### src/rtl/uart_irq_pkg.sv
package uart_irq_pkg;
  localparam int NUM_SRC = 5;
  localparam int STAT_W  = 8;
  localparam int CODE_W  = 4;

  // source bit positions
  localparam int SRC_LINE  = 0;
  localparam int SRC_RXD   = 1;
  localparam int SRC_TOUT  = 2;
  localparam int SRC_THRE  = 3;
  localparam int SRC_MODEM = 4;

  // sources from most to least urgent
  localparam int PRIO_ORDER [NUM_SRC] = '{SRC_LINE, SRC_TOUT, SRC_RXD, SRC_THRE, SRC_MODEM};

  localparam logic [CODE_W-1:0] CODE_IDLE = 4'b0001;

  function automatic logic [CODE_W-1:0] src_code(input int s);
    case (s)
      SRC_LINE:  return 4'b0110;
      SRC_RXD:   return 4'b0100;
      SRC_TOUT:  return 4'b1100;
      SRC_THRE:  return 4'b0010;
      default:   return 4'b0000;
    endcase
  endfunction
endpackage

### src/rtl/irq_src_latch.sv
module irq_src_latch (
  input  logic clk,
  input  logic rst,
  input  logic evt_i,
  input  logic en_i,
  input  logic clr_i,
  output logic pend_d,
  output logic pend_q
);
  always_comb pend_d = (pend_q & ~clr_i) | (evt_i & en_i);

  always_ff @(posedge clk) begin
    if (rst) pend_q <= 1'b0;
    else     pend_q <= pend_d;
  end

  // a disabled source cannot raise its flag
  a_r8_no_set_when_off: assert property (@(posedge clk) disable iff (rst)
    (!en_i && !pend_q) |=> !pend_q);
  // an event wins over a clear in the same cycle
  a_r7_evt_beats_clr: assert property (@(posedge clk) disable iff (rst)
    (evt_i && en_i) |=> pend_q);
endmodule

### src/rtl/irq_prio_pick.sv
module irq_prio_pick
  import uart_irq_pkg::*;
(
  input  logic [NUM_SRC-1:0] act_i,
  output logic [NUM_SRC-1:0] win_o,
  output logic [CODE_W-1:0]  code_o
);
  always_comb begin
    win_o  = '0;
    code_o = CODE_IDLE;
    for (int k = NUM_SRC-1; k >= 0; k--) begin
      if (act_i[PRIO_ORDER[k]]) begin
        win_o  = '0;
        win_o[PRIO_ORDER[k]] = 1'b1;
        code_o = src_code(PRIO_ORDER[k]);
      end
    end
  end
endmodule

### src/rtl/uart_irq_ident.sv
module uart_irq_ident
  import uart_irq_pkg::*;
(
  input  logic               clk,
  input  logic               rst,
  input  logic [NUM_SRC-1:0] src_evt,
  input  logic [NUM_SRC-1:0] src_en,
  input  logic               fifo_en,
  input  logic               fifo_deep,
  input  logic               rd_stb,
  output logic [STAT_W-1:0]  stat_q,
  output logic               irq_o
);
  logic [NUM_SRC-1:0] pend_d, pend_q, rep_q, win_d, clr;
  logic [CODE_W-1:0]  code_d;

  // clear only the source currently shown in the status byte
  always_comb clr = rd_stb ? rep_q : '0;

  for (genvar i = 0; i < NUM_SRC; i++) begin : g_src
    irq_src_latch u_latch (
      .clk   (clk),
      .rst   (rst),
      .evt_i (src_evt[i]),
      .en_i  (src_en[i]),
      .clr_i (clr[i]),
      .pend_d(pend_d[i]),
      .pend_q(pend_q[i])
    );
  end

  irq_prio_pick u_pick (
    .act_i (pend_d & src_en),
    .win_o (win_d),
    .code_o(code_d)
  );

  always_ff @(posedge clk) begin
    if (rst) begin
      stat_q <= {{(STAT_W-1){1'b0}}, 1'b1};
      rep_q  <= '0;
      irq_o  <= 1'b0;
    end else begin
      stat_q <= {fifo_en, fifo_en, fifo_deep, 1'b0, code_d};
      rep_q  <= win_d;
      irq_o  <= |(pend_q & src_en);
    end
  end

  // at most one source is reported at a time
  a_r1_single_report: assert property (@(posedge clk) disable iff (rst)
    $onehot0(rep_q));
  // a read never removes a source other than the reported one
  a_r5_others_kept: assert property (@(posedge clk) disable iff (rst)
    rd_stb |=> (($past(pend_q) & ~$past(rep_q) & ~pend_q) == '0));
  // idle bit agrees with the reported source
  a_r3_idle_bit: assert property (@(posedge clk) disable iff (rst)
    stat_q[0] == (rep_q == '0) || (rep_q[SRC_MODEM] == 1'b1 && !stat_q[0]));
  // an enabled pending source raises the interrupt next cycle
  a_r9_irq_follows: assert property (@(posedge clk) disable iff (rst)
    (|(pend_q & src_en)) |=> irq_o);
  // bit 4 never set
  a_r10_bit4_zero: assert property (@(posedge clk) disable iff (rst)
    !stat_q[4]);
endmodule

### config.mk
export PLATFORM = sky130hd
export DESIGN_NAME = uart_irq_ident
export DESIGN_NICKNAME = d
export VERILOG_FILES = /design/src/rtl/uart_irq_pkg.sv /design/src/rtl/irq_src_latch.sv /design/src/rtl/irq_prio_pick.sv /design/src/rtl/uart_irq_ident.sv
export SDC_FILE = /design/constraint.sdc
export NUM_CORES = 1
export LEC_CHECK = 0
export BUFFER_PORTS_ARGS = -buffer_cell sky130_fd_sc_hd__buf_2
export CAP_MARGIN = 20
export CORE_MARGIN = 8
export CORE_UTILIZATION = 49
export DETAILED_ROUTE_END_ITERATION = 8
export PLACE_DENSITY_LB_ADDON = 0.15
export SLEW_MARGIN = 40
export SYNTH_ARGS = -nofsm -noshare
export SYNTH_HDL_FRONTEND = slang
export SYNTH_SLANG_ARGS = --single-unit
### constraint.sdc
create_clock -name clk -period 3.74 [get_ports clk]
set_clock_uncertainty 0.2 [all_clocks]
set_input_delay 0.187 -clock clk [delete_from_list [all_inputs] [get_ports clk]]
set_output_delay 0.187 -clock clk [all_outputs]
set_load 0.01 [all_outputs]
# Word-level counts from Yosys, hierarchy flattened
# Index checks and enable logic that the tools add are counted.
word_totals:
  word_cells: 52
  inputBits: 15
  output_inout_bits: 9
  register_bits: 18
op_classes:
  n_bitwise: 22
  n_reduce_logical: 5
  muxes: 11
op_table:
  columns: ["operator", "n"]
  rows:
  - ["3-bit two-way mux", 4]
  - ["1-bit AND", 10]
  - ["5-bit AND", 2]
  - ["5-bit two-way mux", 2]
  - ["5-bit OR reduction", 2]
  - ["4-bit two-way mux", 2]
  - ["1-bit NOT", 5]
  - ["1-bit OR", 5]
  - ["4-bit OR reduction", 1]
  - ["3-bit OR reduction", 1]
  - ["1-bit two-way mux", 2]
  - ["2-bit two-way mux", 1]
  - ["2-bit OR reduction", 1]

# Depth between registers and ports, before layout
# Gate-level depths: netlist of the first run.
logic_depth:
  word_depth: 10
  depth_mapped: 3
  ltp_nobuf: 3

# Cells and area by module
# Synthesis of the first run repeated with hierarchy kept, for this count alone.
hier_totals:
  cells_unflattened: 76
  hier_area_um2: 749.5
modules_own_cells:
  columns: ["mod", "cells_each", "seq_area_each_um2", "area_per_inst_um2", "n_inst"]
  rows:
  - ["uart_irq_ident", 40, 240.2, 421.7, 1]
  - ["irq_src_latch", 5, 20.0, 50.0, 5]
  - ["irq_prio_pick", 11, 0.0, 77.6, 1]

# Worst setup path after synthesis of the first run
# OpenSTA, ideal clock, no wires.
synth_path:
  path_type: "reg-to-reg"
  from: "reg rep_q[3]"
  to: "reg stat_q[1]"
  setup_slack_ns: 2.475
  arrival_time_ns: 0.976
  setup_time_ns: 0.088
  required_ns: 3.452
  synth_period_minus_slack_ns: 1.265
  path_stages_with_launch: 4
  path_buffers: 0
  cell_sequence: "dfxtp_1 -> and3b_1 -> or3_1 -> o32ai_2"
synth_between:
  elab_chain_cells: 9
synth_rtl:
  columns: ["element", "line_no", "text"]
  rows:
  - ["start, declared", "uart_irq_ident.sv:14", "logic [NUM_SRC-1:0] pend_d, pend_q, rep_q, win_d, clr;"]
  - ["start signal, assigned", "uart_irq_ident.sv:45", "rep_q <= win_d;"]
  - ["5-bit two-way mux", "uart_irq_ident.sv:18", "always_comb clr = rd_stb ? rep_q : '0;"]
  - ["1-bit NOT", "irq_src_latch.sv:10", "always_comb pend_d = (pend_q & ~clr_i) | (evt_i & en_i);"]
  - ["1-bit AND", "irq_src_latch.sv:10", null]
  - ["1-bit OR", "irq_src_latch.sv:10", null]
  - ["5-bit AND", "uart_irq_ident.sv:33", ".act_i (pend_d & src_en),"]
  - ["2-bit two-way mux", "irq_prio_pick.sv:12", "if (act_i[PRIO_ORDER[k]]) begin"]
  - ["3-bit two-way mux", "irq_prio_pick.sv:12", null]
  - ["4-bit two-way mux", "irq_prio_pick.sv:12", null]
  - ["3-bit two-way mux", "irq_prio_pick.sv:12", null]
  - ["end signal, assigned", "uart_irq_ident.sv:40", "stat_q <= {{(STAT_W-1){1'b0}}, 1'b1};"]
  - ["end signal, assigned", "uart_irq_ident.sv:44", "stat_q <= {fifo_en, fifo_en, fifo_deep, 1'b0, code_d};"]
  - ["end, declared", "uart_irq_ident.sv:11", "output logic [STAT_W-1:0] stat_q,"]
# Every way passes these cells.
# A chain may end at the register's enable or synchronous reset.

# Worst setup path in the final report of the first run
layout_path:
  from: "in src_evt[2]"
  to: "reg g_src[2].u_latch.pend_q"
layout_between:
  elab_chain_cells: 2
layout_rtl:
  columns: ["element", "line_no", "text"]
  rows:
  - ["start, declared", "uart_irq_ident.sv:6", "input logic [NUM_SRC-1:0] src_evt,"]
  - ["1-bit AND", "irq_src_latch.sv:10", null]
  - ["1-bit OR", "irq_src_latch.sv:10", null]
  - ["end signal, assigned", "irq_src_latch.sv:14", "else pend_q <= pend_d;"]
  - ["end, declared", "irq_src_latch.sv:8", "output logic pend_q"]
# Every way passes these cells.

==> summary.txt, run 1 <==
Setup path
  • R2R Setup Slk: 2.10 ns
  • Reg2reg end: g_src[2].u_latch.pend_q
  • Setup crit start: src_evt[2]
  • Critical path destination: g_src[2].u_latch.pend_q
  • R2R cell count: 4
  • Max FO, Critical Path: 3
  • Startpoint types: input pin
  • R2r startpoint: g_src[2].u_latch.pend_q
  • CP Class: input pin to register
  • Worst endpoint required time: 3.73 ns
  • CP Capture Type: register
  • CP arrival: 1.65 ns

GRT
  • Initial antenna violation count: 0
  • Largest net degree at the start of global routing: 16
  • Vias in the first global route: 640
  • Total congestion overflow: 0
  • Total GRT Usage: 12.69%
  • Global-route wire length before repair: 2649 µm

Clock network
  • H-tree depth: 1
  • Clock Root Buffer: clkbuf_4
  • Clock latency on the worst-skew pair: 0.29 ns
  • Worst-case clock buffer depth: 2
  • CTS clk-pin slew, worst paths: 0.10 ns
  • Clock Sinks: 16
  • Number of buffers created by CTS: 3
  • CTS tree: done

Timing
  • Fin Setup TNS: 0 ns
  • Minimum clock period: 1.666 ns
  • Setup violators final: 0
  • Fin. Hold Viols: 0
  • Max Slew Vio Count: 0
  • Fin crit share: 44.55%
  • Highest Clock Rate: 600.2 MHz
  • RSZ-0062 raised after global routing: false

Power and ir drop
  • P_sw: 0.09343 mW
  • Sequential share of power: 50.3%
  • Max rail drop VDD: 0.2603 mV
  • Comb power frac: 18.3%
  • Power Total: 0.3691 mW
  • P_int: 0.2756 mW
  • Lkg Pwr: 0.4101 nW
  • Sw frac: 25.31%
  • P per Cell Area: 395.9 nW/µm²
  • Clock network power share: 31.4%

Synth
  • Area contributors post-synth: dfxtp_1 49%, a21oi_1 5.4%, nor2_1 5.2%
  • Top FF cell, synth: dfxtp_1
  • Ys Warns: 0
  • Synthesized area: 653.1 µm²
  • Synth async-reset ratio: 0%
  • Synth cell types: 28
  • EDFF count, synth: 0
  • Seq/Total Area, Yosys: 49.04%
  • Mean Syn Cell Area: 9.605 µm²
  • Mapped Cells: 68
  • Largest area contributor in the netlist: dfxtp_1
  • Share of the synthesized area in the top cell type: 49.04%
  • Syn_nets: 83
  • Flip-flop and latch count after synthesis: 16

Floorplan
  • Starting Density: 51.48%
  • I/O pin total: 24
  • Die span in y: 52.51 µm
  • # rows: 13
  • Die ar.: 2757 µm²
  • Die Wd: 52.51 µm
  • Core area: 1269 µm²

Place
  • DP Wirelength: 1143 µm
  • Placed Area: 755.7 µm²
  • Routability congestion estimate from global placement: 0.7675
  • IO Port Bufs: 22

Routing
  • DRT Pass-1 Iters: 4
  • Vias: 629
  • # DRC: 0
  • Detailed router's first-iteration violation count: 15
  • Post-Route WL: 1633 µm
  • Mean number of vias per cell: 5.286
  • Routed wire length per instance: 13.72 µm
  • Final ANT Viol Nets: 0

Min path
  • HP Class: input pin to register
  • Hold_sp: rst
  • Min-Delay Path Depth: 2

Layout
  • Post-Route Utilization: 73.47%
  • Final instance area: 932.1 µm²
  • Antenna diodes: 0
  • Layout Nets: 120
  • Synth-to-Final Area Change: 42.72%
  • Share of cells above drive strength 1: 28.85%

Flow run
  • Max-Cap Viols: 0

Status
  • Status: completed
-- state kept, by name, indices dropped and copies added, names as in the netlist --
signal and flops:
g_src.u_latch.pend_q 5, irq_o 1, rep_q 4, stat_q 6
-- metal layers --
metal | track usage [%] | wire [µm]
met1 | 13.57 | 704
met5 | 0 | 0
met4 | 6.466 | 34
met3 | 5.682 | 158
met2 | 20.55 | 736
-- synth_stat cells, types with 2 or more instances --
library cell,number
dfxtp_1,16
nor2_1,9
a21oi_1,7
a21boi_1,4
o21ai_0,4
buf_4,3
nor2b_1,2
nor4_1,2
o21ai_1,2
-- area by class of cell --
class	instances	area, µm²
Clock buffer	4	36.28
Inverter	1	3.754
Tap cell	15	18.77
Timing Repair Buffer	36	250.2
Multi-Input combinational cell	47	302.8
Sequential cell	16	320.3
Fill cell	98	336.6
-- power by group through the flow --
stage               clock network [mW]  registers [mW]  logic [mW]
floorplan                            0           0.191      0.0298
finish                           0.116           0.186      0.0674
global route                     0.126           0.187      0.0735
CTS                              0.116           0.186      0.0667
global placement                     0           0.189      0.0521
detailed placement                   0           0.189      0.0528
-- worst max-delay path: stages --
cell and delay, ns:
dlygate4sd3_1 0.54, buf_2 0.14, a21oi_1 0.15, dlygate4sd3_1 0.59, nor2_1 0.04
-- cells by family (layout without fill, tap and decap cells) --
kind of cell           count (synthesis)  in the layout  synth area share (%)
AOI/OAI and AO/OA                     28             28                 31.61
buffers and inverters                  5             41                 4.596
DFF                                   16             16                 49.04
other                                  1              1                0.5742
and+or+nand+nor                       18             18                 14.17
-- worst min-delay path by stage --
| stage | to |
|---|---|
| 6_report | stat_q[5] |
| 3_3_place_gp | stat_q[5] |
| 3_5_place_dp | stat_q[6] |
| 5_1_grt | stat_q[5] |
| 2_1_floorplan | stat_q[5] |
| 4_1_cts | g_src[1].u_latch.pend_q |
-- cell usage in the layout, fill, tap and decap left out, types with 2 or more instances in the layout --
cell,instances
nor2b_1,2
a21oi_1,7
buf_2,22
clkbuf_4,3
dlygate4sd3_1,14
a21boi_1,4
o21ai_1,2
o21ai_0,4
dfxtp_1,16
nor4_1,2
nor2_1,9
-- stage by stage --
step | hold slack [ns] | std cells | setup WS, ns
floorplan | 0.05861 | 68 | 2.475
finish | 0.03791 | 119 | 2.074
CTS | 0.04330 | 119 | 2.143
detailed placement | 0.2037 | 101 | 2.335
global route | 0.04044 | 119 | 2.043
global placement | 0.2012 | 101 | 2.346
-- what timing repair did --
action | in CTS | in global routing
gates resized for setup | 0 | 0
endpoints found under the hold margin | 9 | 0
setup buffers | 0 | 0
hold buffers | 14 | 0
No activity file was read; power rests on OpenSTA's default activity.
==> run 2, diff against run 1 <==
Settings changed: CORE_UTILIZATION 49 to 41.
Clock period 3.74 ns to 1.4 ns, I/O delays scaled along.
==> summary.txt, run 2 (synthesis gave the netlist of run 1 again) <==
Floorplan
  • Die ar.: 3126 µm²
  • I/O pin total: 24
  • Die span in y: 55.91 µm
  • Die Wd: 55.91 µm
  • # rows: 14
  • Core area: 1506 µm²
  • Starting Density: 43.36%

Power and ir drop
  • P_int: 0.6788 mW
  • P per Cell Area: 961.5 nW/µm²
  • Clock network power share: 25.6%
  • Sequential share of power: 54.6%
  • Sw frac: 25.27%
  • Max rail drop VDD: 0.7345 mV
  • Lkg Pwr: 0.4207 nW
  • Comb power frac: 19.9%
  • P_sw: 0.2295 mW

GRT
  • Total GRT Usage: 10.75%
  • Global-route wire length before repair: 2787 µm
  • Largest net degree at the start of global routing: 9
  • Initial antenna violation count: 0
  • Total congestion overflow: 0
  • Vias in the first global route: 662

Timing
  • Max Slew Vio Count: 0
  • Minimum clock period: 1.351 ns
  • Setup violators final: 0
  • RSZ-0062 raised after global routing: false
  • Fin Setup TNS: 0 ns
  • Fin. Hold Viols: 0
  • Highest Clock Rate: 740.0 MHz
  • Setup ws final: 0.04858 ns
  • Fin crit share: 96.53%

Setup path
  • Startpoint types: input pin
  • Worst endpoint required time: 1.40 ns
  • CP Class: input pin to register
  • CP peak stage delay: 0.58 ns
  • R2R Setup Slk: 0.09 ns
  • CP Capture Type: register
  • Max FO, Critical Path: 5
  • Critical Path, Cell by Cell: buf_2 > dlygate4sd3_1 > or3_1 > o32ai_2
  • Crit path max-delay family: buffers and inverters
  • Slowest CP cell: dlygate4sd3_1
  • CP bufs+invs: 2
  • CP arrival: 1.35 ns

Layout
  • Commonest non-fill, non-tap cell in the layout: buf_2
  • Max reg flops: 6
  • Layout Nets: 123
  • Commonest non-fill, non-tap cells in the layout: 22 x buf_2, 16 x dfxtp_1, 15 x dlygate4sd3_1
  • Post-Route Utilization: 62.71%
  • Biggest register: stat_q
  • Largest regs: stat_q (6), g_src.u_latch.pend_q (5), rep_q (4)
  • Share of cells above drive strength 1: 29.25%
  • Antenna diodes: 0
  • Synth-to-Final Area Change: 44.64%

Clock network
  • H-tree depth: 1
  • Worst-case clock buffer depth: 2
  • Clock Sinks: 16
  • Setup bufs post-CTS: 0
  • CTS clk-pin slew, worst paths: 0.09 ns
  • Clock Root Buffer: clkbuf_4
  • CTS tree: done
  • Number of buffers created by CTS: 3
  • Clock latency on the worst-skew pair: 0.28 ns

Place
  • Post-place setup slack: 0.09253 ns
  • DP Wirelength: 1155 µm
  • Routability congestion estimate from global placement: 0.7900
  • IO Port Bufs: 22

Routing
  • DRT Pass-1 Iters: 4
  • Routed wire length per instance: 13.55 µm
  • Detailed router's first-iteration violation count: 15
  • Mean number of vias per cell: 5.230
  • Vias: 638
  • Post-Route WL: 1653 µm
  • # DRC: 0
  • Final ANT Viol Nets: 0

Flow run
  • Max-Cap Viols: 0

Status
  • Status: completed

Min path
  • HP Class: input pin to register
==> run 2: changes by cell type in the layout (fill, tap and decap cells not counted) <==
cell | previous run | this run
clkbuf_8 | 1 | 0
dlygate4sd3_1 | 14 | 15
o21ai_1 | 2 | 4
o21ai_0 | 4 | 2
buf_4 | 0 | 2
==> run 2: timing repair <==
action                                 4_1_cts  5_1_grt
hold buffers                                16        1
setup endpoints to repair                    0        6
gates resized for setup                      0        2
endpoints found under the hold margin       16        2
==> run 2: path summary, 6_finish.rpt <==
| check | start | endpoint | cells after the start |
|---|---|---|---|
| max | rst | stat_q[1] | 4 |
| min | rd_stb | g_src[0].u_latch.pend_q | 3 |
| min reg2reg | g_src[2].u_latch.pend_q | irq_o | 2 |
| max reg2reg | rep_q[3] | stat_q[1] | 3 |
==> run 2: worst reg2reg max path: cells and delay by family, from the launching register on <==
family | cells | cell delay, ns
AND/OR/NAND/NOR | 2 | 0.54
flip-flops | 1 | 0.31
AO/OA/AOI/OAI | 1 | 0.19
==> run 2: power by group through the flow <==
stage	logic, mW	registers, mW	clock network (mW)
finish	0.180	0.496	0.232
global route	0.199	0.499	0.268
CTS	0.182	0.496	0.251
detailed placement	0.147	0.506	0
global placement	0.147	0.506	0
floorplan	0.0795	0.511	0
==> run 2: per-layer routing <==
layer	share of wire [%]	vias to the layer above	GRT usage, %
li1	-	327	-
met1	47	288	11.73
met2	45	21	17.63
met3	7.1	2	6.393
met4	0.67	0	2.062
met5	0	-	0
==> run 2: layout make-up <==
class,count,area (µm²)
Multi-Input combinational cell,47,302.8
Tap cell,16,20.02
Clock buffer,3,22.52
Sequential cell,16,320.3
Inverter,1,3.754
Fill cell,141,561.8
Timing Repair Buffer,39,275.3
==> run 2: through the flow <==
step	power, mW	instance area, µm²	hold WS (ns)	instances
finish	0.9083	944.7	0.01040	122
global route	0.9659	944.7	0.02365	122
CTS	0.9288	954.7	-0.007007	123
detailed placement	0.6530	772.0	0.09055	104
global placement	0.6524	772.0	0.08484	104
floorplan	0.5906	653.1	-0.05839	68
